[config.mk]
export PLATFORM = sky130hd
export DESIGN_NAME = dsp_serial_rx
export DESIGN_NICKNAME = d
export VERILOG_FILES = /design/src/rtl/dspr_pkg.sv /design/src/rtl/dspr_edge_sync.sv /design/src/rtl/dspr_frame_ctrl.sv /design/src/rtl/dspr_word_capture.sv /design/src/rtl/dsp_serial_rx.sv
export SDC_FILE = /design/constraint.sdc
export NUM_CORES = 1
export LEC_CHECK = 0
export BUFFER_PORTS_ARGS = -buffer_cell sky130_fd_sc_hd__clkbuf_2
export CAP_MARGIN = 20
export CORE_ASPECT_RATIO = 1.75
export CORE_MARGIN = 2
export CORE_UTILIZATION = 50
export DETAILED_ROUTE_END_ITERATION = 10
export PLACE_DENSITY = 0.65
export SYNTH_ARGS = -nofsm -noshare
export SYNTH_HDL_FRONTEND = slang
export SYNTH_SLANG_ARGS = --single-unit
[constraint.sdc]
create_clock -name clk -period 9.6 [get_ports clk]
set_input_delay 2.4 -clock clk [delete_from_list [all_inputs] [get_ports clk]]
set_output_delay 2.4 -clock clk [all_outputs]
set_load 0.005 [all_outputs]
[src/rtl/dspr_pkg.sv]
package dspr_pkg;

    localparam int SAMPLE_W = 32;
    localparam int OFF_W    = 8;
    localparam int WCODE_W  = 2;
    localparam int NBITS_W  = 7;

    typedef enum logic [WCODE_W-1:0] {
        WLEN_16 = 2'd0,
        WLEN_20 = 2'd1,
        WLEN_24 = 2'd2,
        WLEN_32 = 2'd3
    } wlen_code_e;

    // word length in bits for a length code
    function automatic logic [NBITS_W-1:0] wlen_bits(input logic [WCODE_W-1:0] code);
        logic [NBITS_W-1:0] n;
        case (wlen_code_e'(code))
            WLEN_16: n = 7'd16;
            WLEN_20: n = 7'd20;
            WLEN_24: n = 7'd24;
            default: n = 7'd32;
        endcase
        return n;
    endfunction

endpackage

[src/rtl/dspr_edge_sync.sv]
module dspr_edge_sync #(
    parameter int SYNC_STAGES = 2
) (
    input  logic clk,
    input  logic rst_n,
    input  logic bclk_in,
    input  logic wclk_in,
    input  logic data_in,
    input  logic invert,
    output logic bit_stb,
    output logic wclk_smp,
    output logic data_smp
);

    typedef struct packed {
        logic [SYNC_STAGES:0]   bclk;
        logic [SYNC_STAGES-1:0] wclk;
        logic [SYNC_STAGES-1:0] data;
    } sync_t;

    sync_t sync_d, sync_q;
    logic  newest, older;

    always_comb begin
        sync_d      = sync_q;
        sync_d.bclk = {sync_q.bclk[SYNC_STAGES-1:0], bclk_in};
        sync_d.wclk = {sync_q.wclk[SYNC_STAGES-2:0], wclk_in};
        sync_d.data = {sync_q.data[SYNC_STAGES-2:0], data_in};

        newest   = sync_q.bclk[SYNC_STAGES-1];
        older    = sync_q.bclk[SYNC_STAGES];
        bit_stb  = invert ? (older & ~newest) : (newest & ~older);
        wclk_smp = sync_q.wclk[SYNC_STAGES-1];
        data_smp = sync_q.data[SYNC_STAGES-1];
    end

    always_ff @(posedge clk or negedge rst_n) begin
        if (!rst_n) sync_q <= '0;
        else        sync_q <= sync_d;
    end

endmodule

[src/rtl/dspr_frame_ctrl.sv]
module dspr_frame_ctrl
    import dspr_pkg::*;
#(
    parameter int CNT_W = 10
) (
    input  logic               clk,
    input  logic               rst_n,
    input  logic               bit_stb,
    input  logic               wclk_smp,
    input  logic [WCODE_W-1:0] cfg_wlen,
    input  logic [OFF_W-1:0]   cfg_offset,
    output logic               frame_start,
    output logic               shift_left,
    output logic               shift_right,
    output logic               last_bit,
    output logic               frame_legal,
    output logic [CNT_W-1:0]   frame_len,
    output logic               cfg_error
);

    localparam logic [CNT_W-1:0] CNT_MAX = '1;
    localparam logic [CNT_W-1:0] ONE     = CNT_W'(1);

    typedef struct packed {
        logic [CNT_W-1:0] pos;
        logic [CNT_W-1:0] flen;
        logic             wclk_prev;
        logic             seen;
        logic             active;
        logic             legal;
        logic             err;
    } fctl_t;

    fctl_t q, d;

    logic [CNT_W-1:0] n_ext, off_ext, cur, lo_r, hi;
    logic             start, act, legal_new;

    always_comb begin
        d       = q;
        n_ext   = CNT_W'(wlen_bits(cfg_wlen));
        off_ext = CNT_W'(cfg_offset);
        lo_r    = off_ext + n_ext;
        hi      = lo_r + n_ext;

        start     = bit_stb & wclk_smp & ~q.wclk_prev;
        cur       = start ? '0 : q.pos;
        act       = start | q.active;
        legal_new = (q.pos >= (n_ext << 1)) && (lo_r <= q.pos);

        if (bit_stb) begin
            d.wclk_prev = wclk_smp;
            if (start) begin
                d.pos    = ONE;
                d.active = 1'b1;
                d.seen   = 1'b1;
                if (q.seen) begin
                    d.flen  = q.pos;
                    d.legal = legal_new;
                    d.err   = q.err | ~legal_new;
                end else begin
                    d.legal = 1'b0;
                end
            end else if (q.pos != CNT_MAX) begin
                d.pos = q.pos + ONE;
            end
        end

        shift_left  = bit_stb & act & (cur >= off_ext) & (cur < lo_r);
        shift_right = bit_stb & act & (cur >= lo_r) & (cur < hi);
        last_bit    = bit_stb & act & (cur == hi - ONE);
        if (last_bit) d.active = 1'b0;

        frame_start = start;
        frame_legal = start ? d.legal : q.legal;
        frame_len   = q.flen;
        cfg_error   = q.err;
    end

    always_ff @(posedge clk or negedge rst_n) begin
        if (!rst_n) q <= '0;
        else        q <= d;
    end

endmodule

[src/rtl/dspr_word_capture.sv]
module dspr_word_capture
    import dspr_pkg::*;
(
    input  logic                clk,
    input  logic                rst_n,
    input  logic                frame_start,
    input  logic                shift_left,
    input  logic                shift_right,
    input  logic                last_bit,
    input  logic                frame_legal,
    input  logic                data_bit,
    output logic [SAMPLE_W-1:0] left_out,
    output logic [SAMPLE_W-1:0] right_out,
    output logic                valid_out
);

    typedef struct packed {
        logic [SAMPLE_W-1:0] shl;
        logic [SAMPLE_W-1:0] shr;
        logic [SAMPLE_W-1:0] left;
        logic [SAMPLE_W-1:0] right;
        logic                valid;
    } cap_t;

    cap_t q, d;

    always_comb begin
        d       = q;
        d.valid = 1'b0;
        if (frame_start) begin
            d.shl = '0;
            d.shr = '0;
        end
        if (shift_left)  d.shl = {d.shl[SAMPLE_W-2:0], data_bit};
        if (shift_right) d.shr = {d.shr[SAMPLE_W-2:0], data_bit};
        if (last_bit && frame_legal) begin
            d.left  = d.shl;
            d.right = d.shr;
            d.valid = 1'b1;
        end
        left_out  = q.left;
        right_out = q.right;
        valid_out = q.valid;
    end

    always_ff @(posedge clk or negedge rst_n) begin
        if (!rst_n) q <= '0;
        else        q <= d;
    end

endmodule

[src/rtl/dsp_serial_rx.sv]
module dsp_serial_rx
    import dspr_pkg::*;
#(
    parameter int SYNC_STAGES = 2,
    parameter int CNT_W       = 10
) (
    input  logic                clk,
    input  logic                rst_n,
    input  logic [WCODE_W-1:0]  cfg_wlen,
    input  logic [OFF_W-1:0]    cfg_offset,
    input  logic                cfg_bclk_inv,
    input  logic                ser_bclk,
    input  logic                ser_wclk,
    input  logic                ser_data,
    output logic [SAMPLE_W-1:0] left_sample,
    output logic [SAMPLE_W-1:0] right_sample,
    output logic                sample_valid,
    output logic                cfg_error,
    output logic [CNT_W-1:0]    frame_bits
);

    logic bit_stb, wclk_smp, data_smp;
    logic frame_start, shift_left, shift_right, last_bit, frame_legal;

    dspr_edge_sync #(.SYNC_STAGES(SYNC_STAGES)) u_sync (
        .clk      (clk),
        .rst_n    (rst_n),
        .bclk_in  (ser_bclk),
        .wclk_in  (ser_wclk),
        .data_in  (ser_data),
        .invert   (cfg_bclk_inv),
        .bit_stb  (bit_stb),
        .wclk_smp (wclk_smp),
        .data_smp (data_smp)
    );

    dspr_frame_ctrl #(.CNT_W(CNT_W)) u_ctrl (
        .clk         (clk),
        .rst_n       (rst_n),
        .bit_stb     (bit_stb),
        .wclk_smp    (wclk_smp),
        .cfg_wlen    (cfg_wlen),
        .cfg_offset  (cfg_offset),
        .frame_start (frame_start),
        .shift_left  (shift_left),
        .shift_right (shift_right),
        .last_bit    (last_bit),
        .frame_legal (frame_legal),
        .frame_len   (frame_bits),
        .cfg_error   (cfg_error)
    );

    dspr_word_capture u_cap (
        .clk         (clk),
        .rst_n       (rst_n),
        .frame_start (frame_start),
        .shift_left  (shift_left),
        .shift_right (shift_right),
        .last_bit    (last_bit),
        .frame_legal (frame_legal),
        .data_bit    (data_smp),
        .left_out    (left_sample),
        .right_out   (right_sample),
        .valid_out   (sample_valid)
    );

endmodule

==> out/metrics.cfg, run 1 <==
[run_status]
outcome = finished clean

[logic_synthesis]
synth_top_family_by_area = multiplexers
ys_seq_elements = 161
async_reset_ff_frac = 1.00
synth_xor_area_frac = 0.0255
synthSimpleGateAreaFrac = 0.109
synth-edff-count = 0
yosys_warnings = 0
ys_seq_area_frac = 0.454
synthAdderAreaFrac = 0.0634
synth_top_cell_by_area = dfrtp_1
avgSynthCellArea_sq_um = 11.4
synth_compound_area_frac = 0.116
synth_top_area_share = 0.454
synth_ff_type = dfrtp_1
synth.distinct_cells = 76
syn-num-nets = 840
syn_area_sq_um = 8880
synth_area_leaders = dfrtp_1 (45%), ha_1 (6.3%), buf_4 (6.3%)
synth_mux_area_frac = 0.134
syn_inst = 779

[power_and_ir_drop]
powerDensity_nw_per_um2 = 184
switchingPower_uw = 507
power_frac_clock = 0.376
p_leak_nw = 5.07
vdd_drop_max_uv = 155
comb_power_share = 0.206
swShare = 0.286
seq_power_share = 0.418
p_int_mw = 1.26

[timing]
period_needed_ns = 7.44
tns_ns = 0
slew_headroom = 0.491
rsz0062_at_grt = no
fmax_mhz = 134
maxSlewViolCount = 0
hold-worst-slack_ns = 0.355
hold_viol_final = 0
skew_ns = 0.00863
setup_viol_count_final = 0
post-route-period-util = 0.775
worst_slew_pin_slew_ns = 0.759

[clock_network]
htree_levels = 4
clock-sinks = 161
cts_buffer_depth = 2
clkTransAtPathRegs_ns = 0.06
postCtsHoldBufs = 0
post-cts-setup-buffer-count = 0
insertion_delay_ns = 0.42
tritoncts = built
cts_buffers = 17
cts_resized = 0
root_buffer = clkbuf_16

[routing]
routed_wl_microns = 19100
wire_per_inst_microns = 18.4
vias = 5802
via_per_inst = 5.58
drt_iter0_drc = 312
final_antenna_net_count = 0
dr.pass1.iters = 6
drc_errors = 0

[floorplanning]
num_rows = 64
fp.coreArea_sq_um = 17500
floorplan.io_pins = 92
die_w_microns = 105
die_y_microns = 180
design.die.area_sq_um = 18900
start_util = 0.509

[global_route]
antenna_found_initial = 0
overflow = 0
grt_pass1_vias = 6141
grt_pass1_wl_microns = 31400
grt_max_degree = 83
grt_util_all_layers = 0.212

[worst_setup_path]
worst_ep_arrival_time_ns = 7.74
path_class = in2reg
cp.required_ns = 9.90
regToRegSetupSlack_ns = 4.92
crit_fanout = 18
cp-end-kind = flip-flop
worstSetupStartpointType = primary input

[finish]
final_cell_mix = dfrtp_1 (161), clkbuf_2 (90), nor2_1 (62), ha_1 (45), inv_1 (38)
finalInstanceArea_sq_um = 9610
drive_gt1_frac = 0.270
area_growth_pct = 8.14
nNetsFinal = 857
antenna_cells = 0
final_common_cell = dfrtp_1

[min_path]
hp-class = reg2reg

[flow_run]
cap_violations = 0

[place]
post_dp_cell_area_sq_um = 8980
place_congestion = 0.896
dp_hpwl_microns = 13500
port_buffers = 91

-- synthesized netlist by cell type (all sizes together), types with 4 or more instances --
master and number:
a211oi 5, a21o 8, a21oi 14, a22o 31
a31oi 5, and2 33, buf 89, clkbuf 13
dfrtp 161, ha 45, inv 40, mux2 67
mux2i 32, nand2 29, nand2b 4, nand3 7
nand3b 5, nand4 10, nand4b 4, nor2 62
o211ai 4, o21a 4, o21ai 27, o31ai 4
or3 7, xnor2 14
-- state kept, by name (all words and copies together) (netlist names) --
register and flops:
u_cap.left_out 32, u_sync.data_smp 1, u_ctrl.q 14, u_cap.valid_out 1, u_ctrl.frame_len 10, u_sync.older 1, u_ctrl.cfg_error 1, u_sync.sync_d 3
u_cap.q 64, u_cap.right_out 32, u_sync.wclk_smp 1, u_sync.newest 1
-- critical path: stages --
cell and delay, ns:
clkbuf_2 0.17, nand2_1 0.16, ha_1 0.39, a31oi_1 0.34, nand3_1 0.16, xor2_1 0.20
ha_1 0.37, nor2_1 0.06, a31oi_1 0.56, inv_1 0.19, xnor2_1 0.28, inv_1 0.08
ha_1 0.30, o211ai_1 0.09, a31oi_1 0.21, o31ai_1 0.14, o211ai_4 0.63, buf_4 0.40
mux2i_1 0.24, nor2_1 0.07, mux2_4 0.28
-- worst paths after layout --
check                            startpoint             endpoint  cells past startpoint
min in group asynchronous             rst_n  u_cap.right_out[19]                      1
min                        u_sync.sync_d[5]        u_sync.newest                      0
max reg2reg                    u_sync.older  u_cap.right_out[24]                     13
max                             cfg_wlen[1]  u_cap.right_out[24]                     21
min reg2reg                u_sync.sync_d[5]        u_sync.newest                      0
max in group asynchronous             rst_n          u_cap.q[97]                      3
-- cells by family (layout without fill, tap and decap cells) --
group                    after synthesis  count (layout)
AO/OA/AOI/OAI                        129             129
XOR/XNOR                              19              19
adder cells (fa/ha/maj)               45              45
buffers and inverters                143             172
flip-flops                           161             161
multiplexers                          99              99
other                                  1               1
AND/OR/NAND/NOR                      182             182
-- power by group through the flow --
stage | Clock (mW) | Sequential (mW) | Combinational, mW
2_1_floorplan | 0 | 0.745 | 0.267
3_3_place_gp | 0 | 0.751 | 0.357
3_5_place_dp | 0 | 0.752 | 0.361
4_1_cts | 0.684 | 0.740 | 0.363
5_1_grt | 0.712 | 0.743 | 0.406
6_report | 0.665 | 0.740 | 0.365
-- area by class of cell --
class                           count  area, sq um
Clock inverter                      8          104
Timing Repair Buffer              100          557
Multi-Input combinational cell    475         3990
Inverter                           41          158
Fill cell                        1593         7850
Sequential cell                   161         4030
Tap cell                          231          289
Clock buffer                       23          478
-- routing by layer --
layer	GRT usage	wire [microns]	vias to the layer above
met1	0.230	7200	2925
met5	0	0	-
met4	0.106	751	0
met3	0.0380	642	36
li1	-	-	2711
met2	0.389	10500	130
-- stage by stage --
stage	setup slack (ns)	std cells	utilization	power (mW)
2_1_floorplan	3.17	779	-	1.01
3_3_place_gp	2.04	1006	0.515	1.11
3_5_place_dp	1.81	1006	0.515	1.11
4_1_cts	2.24	1037	0.548	1.79
5_1_grt	1.85	1039	0.550	1.86
6_report	2.16	1039	0.550	1.77
Power figures use the tool's default switching activity.
==> run 2, diff against run 1 <==
- clock period: 9.6 -> 6.9 ns (I/O delays scaled with it)
==> run 2 against run 1 <==
Effect of this change:
- non-clock buffer count up 1
- flip-flop and latch count did not move
- critical path depth grew 1
- critical path type unchanged
- critical endpoint is now u_cap.right_out[18]
- largest cell class unchanged
- highest routed layer unchanged
==> out/metrics.cfg, run 2 (synthesis gave the netlist of run 1 again) <==
[worst_setup_path]
worstSetupStartpointType = primary input
cp-end-kind = flip-flop
path_class = in2reg
critical_path.slowest_cell = o31ai_1
crit_family = compound AO/OA/AOI/OAI gates
critPathMaxStageDelay_ns = 0.42
worst_ep_arrival_time_ns = 6.49
cp.required_ns = 7.21
crit_fanout = 33
path_cells = clkbuf_2 > nand2_1 > ha_1 > a31oi_1 > nand3_1 > xor2_1 > ha_1 > nor2_1 > a31oi_1 > buf_4 > inv_1 > xnor2_1 > inv_1 > ha_1 > o211ai_1 > a31oi_1 > o31ai_1 > o211ai_4 > buf_12 > mux2i_1 > nor2_1 > mux2_4
cp.buffers_inverters = 5

[timing]
rsz0062_at_grt = no
tns_ns = 0
maxSlewViolCount = 0
skew_ns = 0.00899
fmax_mhz = 162
hold_viol_final = 0
period_needed_ns = 6.18
setup_viol_count_final = 0
worst_slew_pin_slew_ns = 0.737
slew_headroom = 0.508
post-route-period-util = 0.895
hold-worst-slack_ns = 0.363

[global_route]
grt_util_all_layers = 0.209
grt_max_degree = 112
met1_usage = 0.230
antenna_found_initial = 0
met2_usage = 0.375
grt_pass1_wl_microns = 31300
grt_util_met3 = 0.0456
overflow = 0
grt_pass1_vias = 6057
grt_busiest_layer = met2

[clock_network]
postCtsHoldBufs = 0
clkTransAtPathRegs_ns = 0.07
cts_buffers = 17
post-cts-setup-buffer-count = 0
htree_levels = 4
clock-sinks = 161
tritoncts = built
cts_resized = 0
insertion_delay_ns = 0.42
root_buffer = clkbuf_16
cts_buffer_depth = 2

[routing]
wire_per_inst_microns = 18.3
vias = 5709
final_antenna_net_count = 0
routed_wl_microns = 19100
dr.pass1.iters = 4
drc_errors = 0
via_per_inst = 5.48
drt_iter0_drc = 199

[finish]
antenna_cells = 0
nNetsFinal = 858
post-route-util = 0.551
fillCellCount = 1560
drive_gt1_frac = 0.273
largest_register_ffs = 64
area_growth_pct = 8.21
final_common_cell = dfrtp_1
top_register = u_cap.q
final_cell_mix = dfrtp_1 (161), clkbuf_2 (90), nor2_1 (62), ha_1 (45), inv_1 (38)
seq_area_sq_um = 4030
multi_input_area_sq_um = 3990
fin_cells = 1041

[place]
dp.cells = 1008
place_congestion = 0.986
port_buffers = 91
dp_hpwl_microns = 13800

[power_and_ir_drop]
vdd_drop_max_uv = 190
p_leak_nw = 5.07
powerDensity_nw_per_um2 = 254

[floorplanning]
design.die.area_sq_um = 18900
die_w_microns = 105
start_util = 0.509
num_rows = 64
die_y_microns = 180
fp.coreArea_sq_um = 17500
floorplan.io_pins = 92

[min_path]
hp-class = reg2reg

[run_status]
outcome = finished clean

[flow_run]
cap_violations = 0

[run 2: cell type report]
type                       count  area share
tap                          231      0.0301
sequential                   161       0.419
clock inverter                13      0.0135
timing repair buffer         101      0.0605
inverter                      41      0.0164
clock buffer                  19      0.0450
multi-input combinational    475       0.415
[run 2: path summary, 6_finish.rpt]
kind | from | endpoint | slack, ns | cells past startpoint
min reg2reg | u_sync.sync_d[5] | u_sync.newest | 0.36 | 0
max | cfg_wlen[1] | u_cap.right_out[18] | 0.72 | 22
max in group asynchronous | rst_n | u_cap.left_out[1] | 4.37 | 3
min in group asynchronous | rst_n | u_cap.right_out[17] | 1.16 | 1
max reg2reg | u_sync.older | u_cap.left_out[26] | 2.74 | 14
min | u_sync.sync_d[5] | u_sync.newest | 0.36 | 0
[run 2: power by group]
| part | leakage, nW | switching (mW) | internal (mW) |
|---|---|---|---|
| logic | 2.60 | 0.301 | 0.206 |
| registers | 2.20 | 0.0384 | 0.993 |
| clock network | 0.260 | 0.397 | 0.504 |
[run 2: metrics by stage]
stage	power, mW	worst slack [ns]	instance area [sq um]
floorplan	1.41	1.14	8880
global placement	1.54	0.343	9020
detailed placement	1.56	0.309	9020
CTS	2.47	0.739	9590
global route	2.57	0.414	9610
finish	2.44	0.721	9610
[run 2: metal layers]
metal,share of wire,up-vias
li1,-,2706
met1,0.39,2871
met2,0.55,95
met3,0.034,37
met4,0.035,0
met5,0,-
==> run 3, diff against run 2 <==
- BUFFER_PORTS_ARGS: -buffer_cell sky130_fd_sc_hd__clkbuf_2 -> unset
- DONT_BUFFER_PORTS: unset -> 1
- PLACE_DENSITY: 0.65 -> 0.61
==> run 3 against run 2 <==
Effect of this change:
- sequential power barely moved
- wire length fell by 1.2%
- clock-buffer cell count rose by 2
- register-to-register slack got worse by 0.13 ns
- critical path type unchanged
- highest routed layer unchanged
==> out/metrics.cfg, run 3 (synthesis gave the netlist of run 1 again) <==
[run_status]
outcome = finished clean

[finish]
antenna_cells = 0
fin_cells = 950
fillCellCount = 1598
post-route-util = 0.528
area_growth_pct = 3.83
final_common_cell = dfrtp_1
top_register = u_cap.q
nNetsFinal = 767
largest_register_ffs = 64
finalInstanceArea_sq_um = 9220
drive_gt1_frac = 0.181
final_cell_mix = dfrtp_1 (161), nor2_1 (62), ha_1 (45), inv_1 (38), mux2_2 (37)

[timing]
fmax_mhz = 172
worst_slew_pin_slew_ns = 0.730
tns_ns = 0
post-route-period-util = 0.842
slew_headroom = 0.510
maxSlewViolCount = 0
rsz0062_at_grt = no
skew_ns = 0.0111
hold-worst-slack_ns = 0.350
hold_viol_final = 0
setup_viol_count_final = 0
period_needed_ns = 5.81

[worst_setup_path]
path_class = in2reg
cp-end-kind = flip-flop
cp_common_cell = ha_1
cp.required_ns = 7.20
r2r-start = u_sync.older
critPathMaxStageDelay_ns = 0.38
path_cells = nand2_1 > ha_1 > a31oi_1 > nand3_1 > xor2_1 > ha_1 > nor2_1 > a31oi_1 > inv_1 > xnor2_1 > inv_1 > ha_1 > a21o_1 > a21o_1 > o31ai_1 > o211ai_4 > buf_12 > mux2i_1 > nor2_1 > mux2_4
rr_worst_depth = 14
critical_path.slowest_cell = ha_1
cp.buffers_inverters = 3
path_depth = 20
regToRegSetupSlack_ns = 2.61
worst_ep_arrival_time_ns = 6.11
worstSetupStartpointType = primary input
crit_family = compound AO/OA/AOI/OAI gates
r2r-end = u_cap.right_out[24]
crit_fanout = 33

[power_and_ir_drop]
powerDensity_nw_per_um2 = 272
swShare = 0.278
power_frac_clock = 0.403
p_int_mw = 1.81
switchingPower_uw = 695
seq_power_share = 0.414
comb_power_share = 0.183
vdd_drop_max_uv = 197
p_leak_nw = 4.70

[routing]
routed_wl_microns = 18800
final_antenna_net_count = 0
dr.pass1.iters = 4
via_per_inst = 5.65
drt_iter0_drc = 273
drc_errors = 0
wire_per_inst_microns = 19.8
vias = 5365

[global_route]
grt_pass1_wl_microns = 30600
grt_util_all_layers = 0.207
grt_max_degree = 162
grt_pass1_vias = 5676
overflow = 0
antenna_found_initial = 0

[clock_network]
insertion_delay_ns = 0.42
cts_buffers = 17
clock-sinks = 161
postCtsHoldBufs = 0
cts_resized = 0
htree_levels = 4
tritoncts = built
cts_buffer_depth = 2
post-cts-setup-buffer-count = 0
clkTransAtPathRegs_ns = 0.06
root_buffer = clkbuf_16

[floorplanning]
num_rows = 64
die_w_microns = 105
fp.coreArea_sq_um = 17500
floorplan.io_pins = 92
die_y_microns = 180
design.die.area_sq_um = 18900
start_util = 0.509

[place]
port_buffers = 0
place_congestion = 0.936
post_dp_cell_area_sq_um = 8560
dp.cells = 917
dp_hpwl_microns = 13300

[min_path]
hold_end = u_sync.newest
min_from = u_sync.sync_d[5]
hp-class = reg2reg
hold_path_depth = 0

[flow_run]
cap_violations = 0

## run 3: power by group through the flow
stage	logic (mW)	registers, mW	clock network [mW]
2_1_floorplan	0.372	1.04	0
3_3_place_gp	0.449	1.05	0
3_5_place_dp	0.454	1.06	0
4_1_cts	0.457	1.04	1.03
5_1_grt	0.509	1.05	1.07
6_report	0.457	1.04	1.01
## run 3: metal layers
metal,vias to the layer above,track usage,part of all wire
met3,31,0.0416,0.038
met2,101,0.365,0.54
li1,2524,-,-
met5,-,0,0
met4,0,0.103,0.041
met1,2709,0.235,0.38
## run 3: per-stage QoR
| stage | total power [mW] | setup WS (ns) |
|---|---|---|
| 6_report | 2.51 | 1.09 |
| 5_1_grt | 2.62 | 0.739 |
| 4_1_cts | 2.53 | 1.08 |
| 3_5_place_dp | 1.51 | 0.650 |
| 3_3_place_gp | 1.50 | 0.709 |
| 2_1_floorplan | 1.41 | 1.14 |
## run 3: worst max-delay path by stage
stage	slack [ns]	startpoint	endpoint
global placement	0.71	cfg_wlen[0]	u_cap.left_out[17]
finish	1.09	cfg_wlen[0]	u_cap.right_out[24]
floorplan	1.14	cfg_wlen[0]	u_cap.right_out[3]
global route	0.74	cfg_wlen[0]	u_cap.right_out[8]
detailed placement	0.65	cfg_wlen[1]	u_cap.left_out[17]
CTS	1.08	cfg_wlen[1]	u_cap.left_out[5]
## run 3: final cells by class
type                       count  area (sq um)  area share
sequential                   161          4030       0.437
multi-input combinational    475          3990       0.433
clock buffer                  21           460      0.0499
tap                          231           289      0.0313
clock inverter                11           175      0.0190
inverter                      41           158      0.0171
timing repair buffer          10           120      0.0130
